**config.mk**
```make
export PLATFORM = sky130hd
export DESIGN_NAME = duel_selector
export DESIGN_NICKNAME = d
export VERILOG_FILES = /design/src/rtl/duel_pkg.sv /design/src/rtl/leader_match.sv /design/src/rtl/sat_counter.sv /design/src/rtl/policy_latch.sv /design/src/rtl/duel_selector.sv
export SDC_FILE = /design/constraint.sdc
export NUM_CORES = 1
export LEC_CHECK = 0
export CORE_MARGIN = 8
export CORE_UTILIZATION = 40
export DETAILED_ROUTE_END_ITERATION = 10
export MAX_ROUTING_LAYER = met4
export PLACE_DENSITY_LB_ADDON = 0.12
export REMOVE_ABC_BUFFERS = 1
export SLEW_MARGIN = 25
export SYNTH_ARGS = -nofsm -noshare
export SYNTH_HDL_FRONTEND = slang
export SYNTH_HIERARCHICAL = 1
export SYNTH_SLANG_ARGS = --single-unit
```
**constraint.sdc**
```tcl
create_clock -name clk -period 4 [get_ports clk]
set_clock_uncertainty 0.05 [all_clocks]
set_input_delay 0.4 -clock clk [delete_from_list [all_inputs] [get_ports clk]]
set_output_delay 0.4 -clock clk [all_outputs]
set_load 0.01 [all_outputs]
```
**src/rtl/duel_pkg.sv**
```systemverilog
package duel_pkg;
    parameter int NUM_SETS    = 1024;
    parameter int NUM_LEADERS = 32;
    parameter int CTR_W       = 10;
    parameter int LEADER_OFS  = 0;

    typedef enum logic {
        POL_LRU  = 1'b0,
        POL_COST = 1'b1
    } policy_e;

    typedef enum logic [1:0] {
        STEP_HOLD = 2'd0,
        STEP_UP   = 2'd1,
        STEP_DOWN = 2'd2
    } step_e;

    function automatic step_e classify(input logic valid, input logic leader,
                                       input logic mmiss, input logic amiss);
        step_e s;
        s = STEP_HOLD;
        if (valid && leader) begin
            if (mmiss && !amiss)
                s = STEP_DOWN;
            else if (amiss && !mmiss)
                s = STEP_UP;
        end
        return s;
    endfunction
endpackage

```
**src/rtl/leader_match.sv**
```systemverilog
module leader_match #(
    parameter int NUM_SETS    = duel_pkg::NUM_SETS,
    parameter int NUM_LEADERS = duel_pkg::NUM_LEADERS,
    parameter int LEADER_OFS  = duel_pkg::LEADER_OFS,
    localparam int SET_W      = $clog2(NUM_SETS)
) (
    input  logic [SET_W-1:0] set_idx,
    output logic             leader
);
    localparam int STRIDE = NUM_SETS / NUM_LEADERS;
    localparam int SEL_W  = $clog2(STRIDE);

    generate
        if (SEL_W == 0) begin : g_all
            assign leader = 1'b1;
        end else begin : g_mod
            assign leader = (set_idx[SEL_W-1:0] == SEL_W'(LEADER_OFS));
        end
    endgenerate
endmodule

```
**src/rtl/sat_counter.sv**
```systemverilog
module sat_counter
    import duel_pkg::*;
#(
    parameter int CTR_W = duel_pkg::CTR_W
) (
    input  logic             clk,
    input  logic             rst,
    input  step_e            step,
    output logic [CTR_W-1:0] count
);
    localparam logic [CTR_W-1:0] MID  = {1'b1, {(CTR_W-1){1'b0}}};
    localparam logic [CTR_W-1:0] TOP  = {CTR_W{1'b1}};
    localparam logic [CTR_W-1:0] ONE  = {{(CTR_W-1){1'b0}}, 1'b1};

    logic [CTR_W-1:0] cnt_q, cnt_d;

    always_comb begin
        cnt_d = cnt_q;
        unique case (step)
            STEP_UP:   if (cnt_q != TOP) cnt_d = cnt_q + ONE;
            STEP_DOWN: if (cnt_q != '0)  cnt_d = cnt_q - ONE;
            default:   cnt_d = cnt_q;
        endcase
    end

    always_ff @(posedge clk) begin
        if (rst)
            cnt_q <= MID;
        else
            cnt_q <= cnt_d;
    end

    assign count = cnt_q;
endmodule

```
**src/rtl/policy_latch.sv**
```systemverilog
module policy_latch
    import duel_pkg::*;
(
    input  logic    clk,
    input  logic    rst,
    input  logic    top_bit,
    output policy_e pol
);
    policy_e pol_q;

    always_ff @(posedge clk) begin
        if (rst)
            pol_q <= POL_COST;
        else
            pol_q <= top_bit ? POL_COST : POL_LRU;
    end

    assign pol = pol_q;
endmodule

```
**src/rtl/duel_selector.sv**
```systemverilog
module duel_selector
    import duel_pkg::*;
#(
    parameter int NUM_SETS    = duel_pkg::NUM_SETS,
    parameter int NUM_LEADERS = duel_pkg::NUM_LEADERS,
    parameter int LEADER_OFS  = duel_pkg::LEADER_OFS,
    parameter int CTR_W       = duel_pkg::CTR_W,
    localparam int SET_W      = $clog2(NUM_SETS)
) (
    input  logic             clk,
    input  logic             rst,
    input  logic             acc_valid,
    input  logic [SET_W-1:0] acc_set,
    input  logic             main_miss,
    input  logic             aux_miss,
    output logic             is_leader,
    output logic             policy
);
    logic             leader_w;
    step_e            step_w;
    logic [CTR_W-1:0] ctr_val;
    policy_e          pol_w;

    leader_match #(
        .NUM_SETS    (NUM_SETS),
        .NUM_LEADERS (NUM_LEADERS),
        .LEADER_OFS  (LEADER_OFS)
    ) u_match (
        .set_idx (acc_set),
        .leader  (leader_w)
    );

    assign step_w = classify(acc_valid, leader_w, main_miss, aux_miss);

    sat_counter #(.CTR_W(CTR_W)) u_ctr (
        .clk   (clk),
        .rst   (rst),
        .step  (step_w),
        .count (ctr_val)
    );

    policy_latch u_pol (
        .clk     (clk),
        .rst     (rst),
        .top_bit (ctr_val[CTR_W-1]),
        .pol     (pol_w)
    );

    assign is_leader = leader_w;
    assign policy    = pol_w;
endmodule

```
* Word-level counts from Yosys, hierarchy flattened
Cells that the tools add are included.
** Operators by class
- Add/subtract/negate cells :: 2
- Multiply operators :: 0
- Divide/modulo/power cells :: 0
- $lt $le $gt $ge :: 0
- Equal/unequal tests :: 5
- Shift operators :: 0
- Muxes and demuxes :: 7
- Bitwise gates (word level) :: 0
- Reduce and logical (&&, ||, !) cells :: 9
** Operator list (count)
- $mux W10 :: 2
- $pmux W10 S2 :: 1
- $add A10 B1 Y10 const B :: 1
- $ne A10 B10 Y1 const B :: 1
- $reduce_bool A10 Y1 :: 1
- $sub A10 B1 Y10 const B :: 1
- $logic_not A5 Y1 :: 1
- $mux W2 :: 2
- $ne A2 B1 Y1 const B :: 2
- $logic_and A1 B1 Y1 :: 3
- $reduce_and A3 Y1 :: 1
- $eq A2 B1 Y1 const B :: 1
- $eq A2 B2 Y1 const B :: 1
- $logic_not A1 Y1 :: 2
- $mux W1 :: 2
- $reduce_bool A2 Y1 :: 1
** Storage, ports and cells
- Flip-flop bits (word level) :: 11
- Latch bits :: 0
- Bits in writable memories :: 0
- Bits in read-only memories :: 0
- Input bits :: 15
- Word-level logic and storage cells :: 25
- Memories kept :: 0

* Longest topological paths before layout
Gate-level depths: netlist of run 1.
- Depth after elaboration :: 8
- Depth in mapped cells :: 14

* Modules after synthesis
The synthesis of run 1 kept the hierarchy.
** Modules (own cells, without submodules)
- sat_counter :: instances 1, cells an instance 90, area each 764.5 um^2
- policy_latch :: instances 1, cells an instance 2, area each 26.3 um^2
- duel_selector :: instances 1, cells an instance 2, area each 20.0 um^2
- leader_match :: instances 1, cells an instance 2, area each 11.3 um^2

* Least setup slack after synthesis of run 1
Ideal clock, no wire load.
- Path kind :: in2reg
- Start point :: input acc_set[0]
- End point :: register u_ctr.cnt_q[8], in the netlist u_ctr/count[8]
- Library setup time :: 0.086 ns
- Arrival :: 2.897 ns
- Data required time :: 3.864 ns
- Path slack :: 0.968 ns
- Stages on the path :: 14
- Path through :: or4_1 -> nor2_1 -> and4b_1 -> nand2b_1 -> buf_6 -> buf_2 -> xnor2_1 -> ha_1 -> nor2_1 -> nand2_1 -> o21a_1 -> o21ai_0 -> xor2_1 -> a211oi_1
** On the way
- Longest elaborated chain between the ends :: 6
- Elaborated cells on any way between the ends :: 10
- Classes of those cells :: eq/ne: 4; mux: 2; reduce/logical: 4
** RTL lines
- start, declared :: RTL line duel_selector.sv:13 : input logic [SET_W-1:0] acc_set,
- $logic_not A5 Y1 * :: RTL line leader_match.sv:17 : assign leader = (set_idx[SEL_W-1:0] == SEL_W'(LEADER_OFS));
- via is_leader :: RTL line duel_selector.sv:16 : output logic is_leader,
- $logic_and A1 B1 Y1 * :: RTL line duel_pkg.sv:22 : if (valid && leader) begin
- $mux W2 * :: RTL line duel_pkg.sv:22
- via step_w[0] :: RTL line duel_selector.sv:20 : step_e step_w;
- $eq A2 B2 Y1 or $eq A2 B1 Y1 (tied branches) :: RTL line sat_counter.sv:19 : unique case (step)
- $ne A2 B1 Y1 (no line) or $reduce_bool A2 Y1 (tied branches)
- $reduce_and A3 Y1 (no line)
- end signal, assigned :: RTL line sat_counter.sv:30 : cnt_q <= cnt_d;
- end, declared :: RTL line sat_counter.sv:15 : logic [CTR_W-1:0] cnt_q, cnt_d;
Mark *: on every way through the listed nets, which the timed path passes. The rest lies on a longest branch.
A chain may end at the register's enable or synchronous reset.

* Worst setup path after layout of run 1
- Start point :: input acc_set[0]
- End point :: register u_ctr.cnt_q[8], in the netlist u_ctr/count[8]
** On the way
- Longest elaborated chain between the ends :: 6
- Elaborated cells on any way between the ends :: 10
- Classes of those cells :: eq/ne: 4; mux: 2; reduce/logical: 4
** RTL lines (RTL line)
- $logic_not A5 Y1 * :: leader_match.sv:17
- $logic_and A1 B1 Y1 * :: duel_pkg.sv:22
- $mux W2 * :: duel_pkg.sv:22
- via step_w[0] :: duel_selector.sv:20
- $eq A2 B2 Y1 or $eq A2 B1 Y1 (tied branches) :: sat_counter.sv:19
- $ne A2 B1 Y1 (no line) or $reduce_bool A2 Y1 (tied branches)
- $reduce_and A3 Y1 (no line)
Marks and branches as above.

==> results of run 1 <==
[power groups by stage]
stage / combinational, W / sequential (W) / clock [W]
finish: 0.0000140 / 0.000110 / 0.0000786
global route: 0.0000155 / 0.000110 / 0.0000880
CTS: 0.0000143 / 0.000110 / 0.0000831
detailed placement: 0.0000142 / 0.000113 / 0
global placement: 0.0000138 / 0.000113 / 0
floorplan: 0.00000265 / 0.000112 / 0
[synthesized netlist by cell type (all sizes together), types with 3 or more instances]
cell   instances  area (um2)
dfxtp         11         220
a21oi          4        23.8
nor2          12        45.0
xnor2          4        35.0
nand2          8        30.0
xor2           5        43.8
or2            3        18.8
o21ai          5        25.0
nand4          3        18.8
buf            5        43.8
[metal layers]
layer,part of all wire [%],up-vias
met2,45,8
met4,0.68,0
met1,52,332
met3,2.1,2
met5,0,-
li1,-,372
[cells in the final DEF (no fill, tap or decap), types with 2 or more instances in the layout]
| master | netlist | final |
|---|---|---|
| or3_1 | 2 | 2 |
| a21oi_1 | 3 | 3 |
| o21ai_0 | 5 | 5 |
| clkdlybuf4s50_1 | 0 | 11 |
| clkbuf_4 | 0 | 3 |
| or2_1 | 2 | 2 |
| and4b_1 | 2 | 2 |
| nand4_1 | 3 | 3 |
| dfxtp_1 | 11 | 11 |
| xnor2_1 | 4 | 4 |
| nor3_1 | 2 | 2 |
| o41ai_1 | 2 | 2 |
| mux2i_1 | 2 | 2 |
| ha_1 | 2 | 2 |
| nand2_1 | 8 | 8 |
| nor2_1 | 12 | 12 |
| xor2_1 | 5 | 5 |
[registers in the layout (all words and copies together), names as in the netlist]
signal       flops
u_pol/pol        1
u_ctr/count     10
[stage by stage]
step | worst slack, ns | utilization [%]
after floorplan | 0.900 | -
after global placement | 0.564 | 47.7
after detailed placement | 0.528 | 47.7
after CTS | 0.803 | 49.0
after global routing | 0.575 | 49.0
final | 0.814 | 49.0
[final timing paths]
path / cells past startpoint / slack (ns) / end
worst min register to register: 1 / 0.48 / u_pol/pol
worst min-delay path: 1 / 0.48 / u_pol/pol
worst max-delay path: 13 / 0.81 / u_ctr/count[8]
worst max register to register: 8 / 2.12 / u_ctr/count[8]
[layout make-up]
cell class,instances,area (um2)
multi-input combinational,78,546
inverter,1,8.76
clock buffer,4,26.3
timing repair buffer,12,118
sequential,11,220
fill,209,990
tap,27,33.8
[worst max-delay path: stages]
cell             delay (ns)
clkdlybuf4s50_1        0.39
or4_1                  0.51
nor2_1                 0.16
and4b_1                0.25
nand2b_1               0.33
xnor2_1                0.11
ha_1                   0.28
nor2_1                 0.12
nand2_1                0.07
o21a_1                 0.17
o21ai_0                0.20
xor2_1                 0.10
a211oi_1               0.23
[cells by family after synthesis]
logic type / count (synthesis) / share of synthesized area (%)
DFF: 11 / 26.8
muxes: 2 / 2.44
adders and majority gates: 2 / 3.04
buffers and inverters: 7 / 6.85
AOI/OAI and AO/OA: 22 / 21.9
xor gates and xnor gates: 9 / 9.59
and+or+nand+nor: 43 / 29.4
==> results.toml, run 1 <==
[status]
status = "finished clean"

[floorplanning]
ios = 17
fp.coreArea_um2 = 1940
dieWidth_um = 61.3
dieArea_um2 = 3760
die_y_um = 61.3
std_cell_rows = 16
initial_core_util_pct = 42.3

[worst_setup_path]
crit_path_max_fanout = 7
r2r-start = "u_ctr/count[1]"
crit_start = "acc_set[0]"
cp-end-kind = "register"
worstSetupPathType = "input port to register"
crit_arrival_ns = 3.31
required_ns = 4.13
start_kind = "input port"

[timing]
tightest_slew_ns = 0.452
rsz0062_at_grt = "false"
fmax_ghz = 0.314
relSlewSlack_pct = 69.8
setup_tns_ns = 0
post-route-period-util_pct = 79.7
report.final.setup_viol = 0
period_needed_ns = 3.19
fin_hold_ws_ns = 0.476
maxSlewViolCount = 0
hold_viol_final = 0

[global_route]
grt_max_degree = 13
use_met1_pct = 14.1
use_met2_pct = 16.7
grt_pass1_vias = 688
grt-ovfl-total = 0
grt_antenna_before_repair = 0
use_met3_pct = 3.76
grt_use_total_pct = 11.4
grt.busiest_layer = "met2"
grt_pass1_wl_mm = 3.15

[power_and_ir_drop]
swShare_pct = 22.2
ir_worst_vdd_mv = 0.157
internal_power_w = 0.000158
p_leak_nw = 0.361
combPwrFrac_pct = 6.9
power.density_nw_per_um2 = 213
power_frac_seq_pct = 54.3
switchingPower_w = 0.0000449
power_frac_clock_pct = 38.8
p_total_w = 0.000202

[logic_synthesis]
synth_area_um2 = 822
synth_edf_count = 0
yosys_most_used_dff = "dfxtp_1"
yosysUniqueCellTypes = 43
avgSynthCellArea_um2 = 8.56
synth.yosys.seq_area_share_pct = 26.8
synthArstFlopShare_pct = 0
synthCells = 96
ys_seq_elements = 11
synth_warnings = 6

[placed_design]
portBuffers = 11
postPlaceCellArea_um2 = 926
dp_cells = 129
dpl.hpwl_mm = 1.30
gp_congestion = 0.830

[clock_network]
cts_max_path_buffers = 2
cts-resized-gates = 0
cts_buffers = 3
tritoncts = "done"
cts_setup_buffers = 0
cts_sinks = 11
clk_pin_slew_ns = 0.07
root_buffer = "clkbuf_4"
htreeDepth = 1
hold_buffers = 0
clk_latency_ns = 0.27

[routing]
drt_iter0_markers = 12
ant_nets = 0
post_drt_wl_per_cell_um = 13.2
via_per_inst = 5.37
firstDrtPassIters = 4
num_vias = 714
drc = 0
finalWirelength_mm = 1.75

[run]
drv_cap = 0

[final_layout]
fin_nets = 124
diodes = 0
drive_above_1_share_pct = 13.2
area_delta_synth_final_pct = 15.8
final_cell_count_no_fill = 133
stdcell_area_um2 = 952

[min_path]
hp-class = "register to register"
hp-start = "u_ctr/count[9]"
(Power assumes the default switching activity.)
==> inputs of run 2 (changes only) <==
Clock period 4 ns to 2.6 ns, I/O delays scaled along.
==> results.toml, run 2 (synthesized netlist as in run 1, its figures left out) <==
[timing]
report.final.setup_viol = 0
post-route-period-util_pct = 94.6
maxSlewViolCount = 0
relSlewSlack_pct = 72.5
fin_hold_ws_ns = 0.491
postLayoutSetupSlackWorst_ns = 0.141
hold_viol_final = 0
tightest_slew_ns = 0.411
fmax_ghz = 0.407
rsz0062_at_grt = "false"
period_needed_ns = 2.46

[run]
drv_cap = 0

[floorplanning]
initial_core_util_pct = 42.3
dieWidth_um = 61.3
dieArea_um2 = 3760
die_y_um = 61.3
fp.coreArea_um2 = 1940
std_cell_rows = 16
ios = 17

[worst_setup_path]
crit_chain = "dlygate4sd2_1 -> or4_4 -> nor2_4 -> and4b_2 -> nand2b_4 -> xnor2_2 -> ha_2 -> buf_4 -> o41ai_2 -> nand2_1 -> xor2_1 -> nor2_1"
crit_cells = 12
path_delay_family = "simple AND/OR/NAND/NOR gates"
setup.worst_path.end = "u_ctr/count[4]"
start_kind = "input port"
crit_buf_inv = 2
reg2regPathDepth = 7
reg2reg_setup_slack_ns = 0.73
crit_path_max_fanout = 4
worstSetupPathType = "input port to register"
r2r-start = "u_ctr/count[1]"
cpPeakStageDelay_ns = 0.54
crit_arrival_ns = 2.55
rr_endpoint = "u_ctr/count[0]"
critPathSlowestCell = "or4_4"
crit_start = "acc_set[2]"
cp-end-kind = "register"
required_ns = 2.70

[placed_design]
postPlaceCellArea_um2 = 1020
portBuffers = 11
place_ws_ns = -0.478
gp_congestion = 0.848
dpl.hpwl_mm = 1.48

[routing]
num_vias = 775
drt_iter0_markers = 14
via_per_inst = 5.24
ant_nets = 0
post_drt_wl_per_cell_um = 12.9
drc = 0
firstDrtPassIters = 4
finalWirelength_mm = 1.90

[global_route]
grt_max_degree = 15
grt_antenna_before_repair = 0
grt-ovfl-total = 0
grt_pass1_wl_mm = 3.37
grt_pass1_vias = 779
grt_use_total_pct = 12.0

[final_layout]
stdcell_area_um2 = 1110
mostFrequentLayoutCells = "buf_4 (16), dfxtp_1 (11), nor2_1 (10)"
fin_util_pct = 57.1
area_delta_synth_final_pct = 34.9
diodes = 0
largest_reg_flops = 10
fin_nets = 139
final_common_cell = "buf_4"
drive_above_1_share_pct = 32.2

[clock_network]
cts_max_path_buffers = 2
cts_sinks = 11
clk_latency_ns = 0.27
clk_pin_slew_ns = 0.07
tritoncts = "done"
hold_buffers = 0
htreeDepth = 1
root_buffer = "clkbuf_4"
cts_buffers = 3

[power_and_ir_drop]
p_leak_nw = 0.462
swShare_pct = 20.7
power_frac_seq_pct = 55.3
power_frac_clock_pct = 37.3
combPwrFrac_pct = 7.3
ir_worst_vdd_mv = 0.263
power.density_nw_per_um2 = 276
switchingPower_w = 0.0000632
internal_power_w = 0.000243

[min_path]
hp-class = "register to register"

[status]
status = "finished clean"
==> run 2: cell types whose count changed in the layout (fill, tap and decap cells not counted), moves of 2 or more <==
| cell | previous run | this run |
|---|---|---|
| dlygate4sd2_1 | 0 | 4 |
| clkdlybuf4s50_1 | 11 | 7 |
| nor2_1 | 12 | 10 |
| buf_4 | 1 | 16 |
==> run 2: repair_timing <==
action                                  CTS  global route
endpoints found under the setup margin   10             4
hold endpoints to repair                  0             0
gates resized for setup                  12             5
setup buffers                             1             1
pin swaps                                 9             6
==> run 2: worst min-delay path by stage <==
stage / start / endpoint / slack, ns / depth (start not counted)
final: u_ctr/count[9] / u_pol/pol / 0.49 / 1
after global routing: u_ctr/count[9] / u_pol/pol / 0.54 / 1
after CTS: u_ctr/count[9] / u_pol/pol / 0.51 / 1
after detailed placement: u_ctr/count[9] / u_pol/pol / 0.49 / 1
after global placement: u_ctr/count[9] / u_pol/pol / 0.48 / 1
after floorplan: rst / u_ctr/count[0] / 0.28 / 1
==> run 2: final cells by class <==
class,count,area [um2]
well taps,27,33.8
repair buffers,27,225
fillers,196,833
multi-input cells,78,594
clock buffers,4,26.3
inverters,1,8.76
flip-flops and latches,11,220
==> run 2: metrics by stage <==
| stage | instances | TNS, ns | power, W |
|---|---|---|---|
| floorplan | 90 | -1.44 | 0.000177 |
| global placement | 142 | -3.66 | 0.000196 |
| detailed placement | 142 | -3.80 | 0.000196 |
| CTS | 147 | 0 | 0.000311 |
| global route | 148 | 0 | 0.000325 |
| finish | 148 | 0 | 0.000306 |
==> run 2: per-layer routing <==
metal	GRT usage, %	share of wire, %	routed length, um
met1	14.4	46	868
met2	18.7	50	955
met3	3.97	3.9	74
met4	3.25	0.32	6
met5	-	0	0
==> run 2: power groups by stage <==
stage / Combinational [W] / Clock, W / Sequential, W
after floorplan: 0.00000408 / 0 / 0.000173
final: 0.0000225 / 0.000114 / 0.000169
after detailed placement: 0.0000230 / 0 / 0.000173
after CTS: 0.0000219 / 0.000120 / 0.000169
after global placement: 0.0000227 / 0 / 0.000173
after global routing: 0.0000246 / 0.000131 / 0.000169
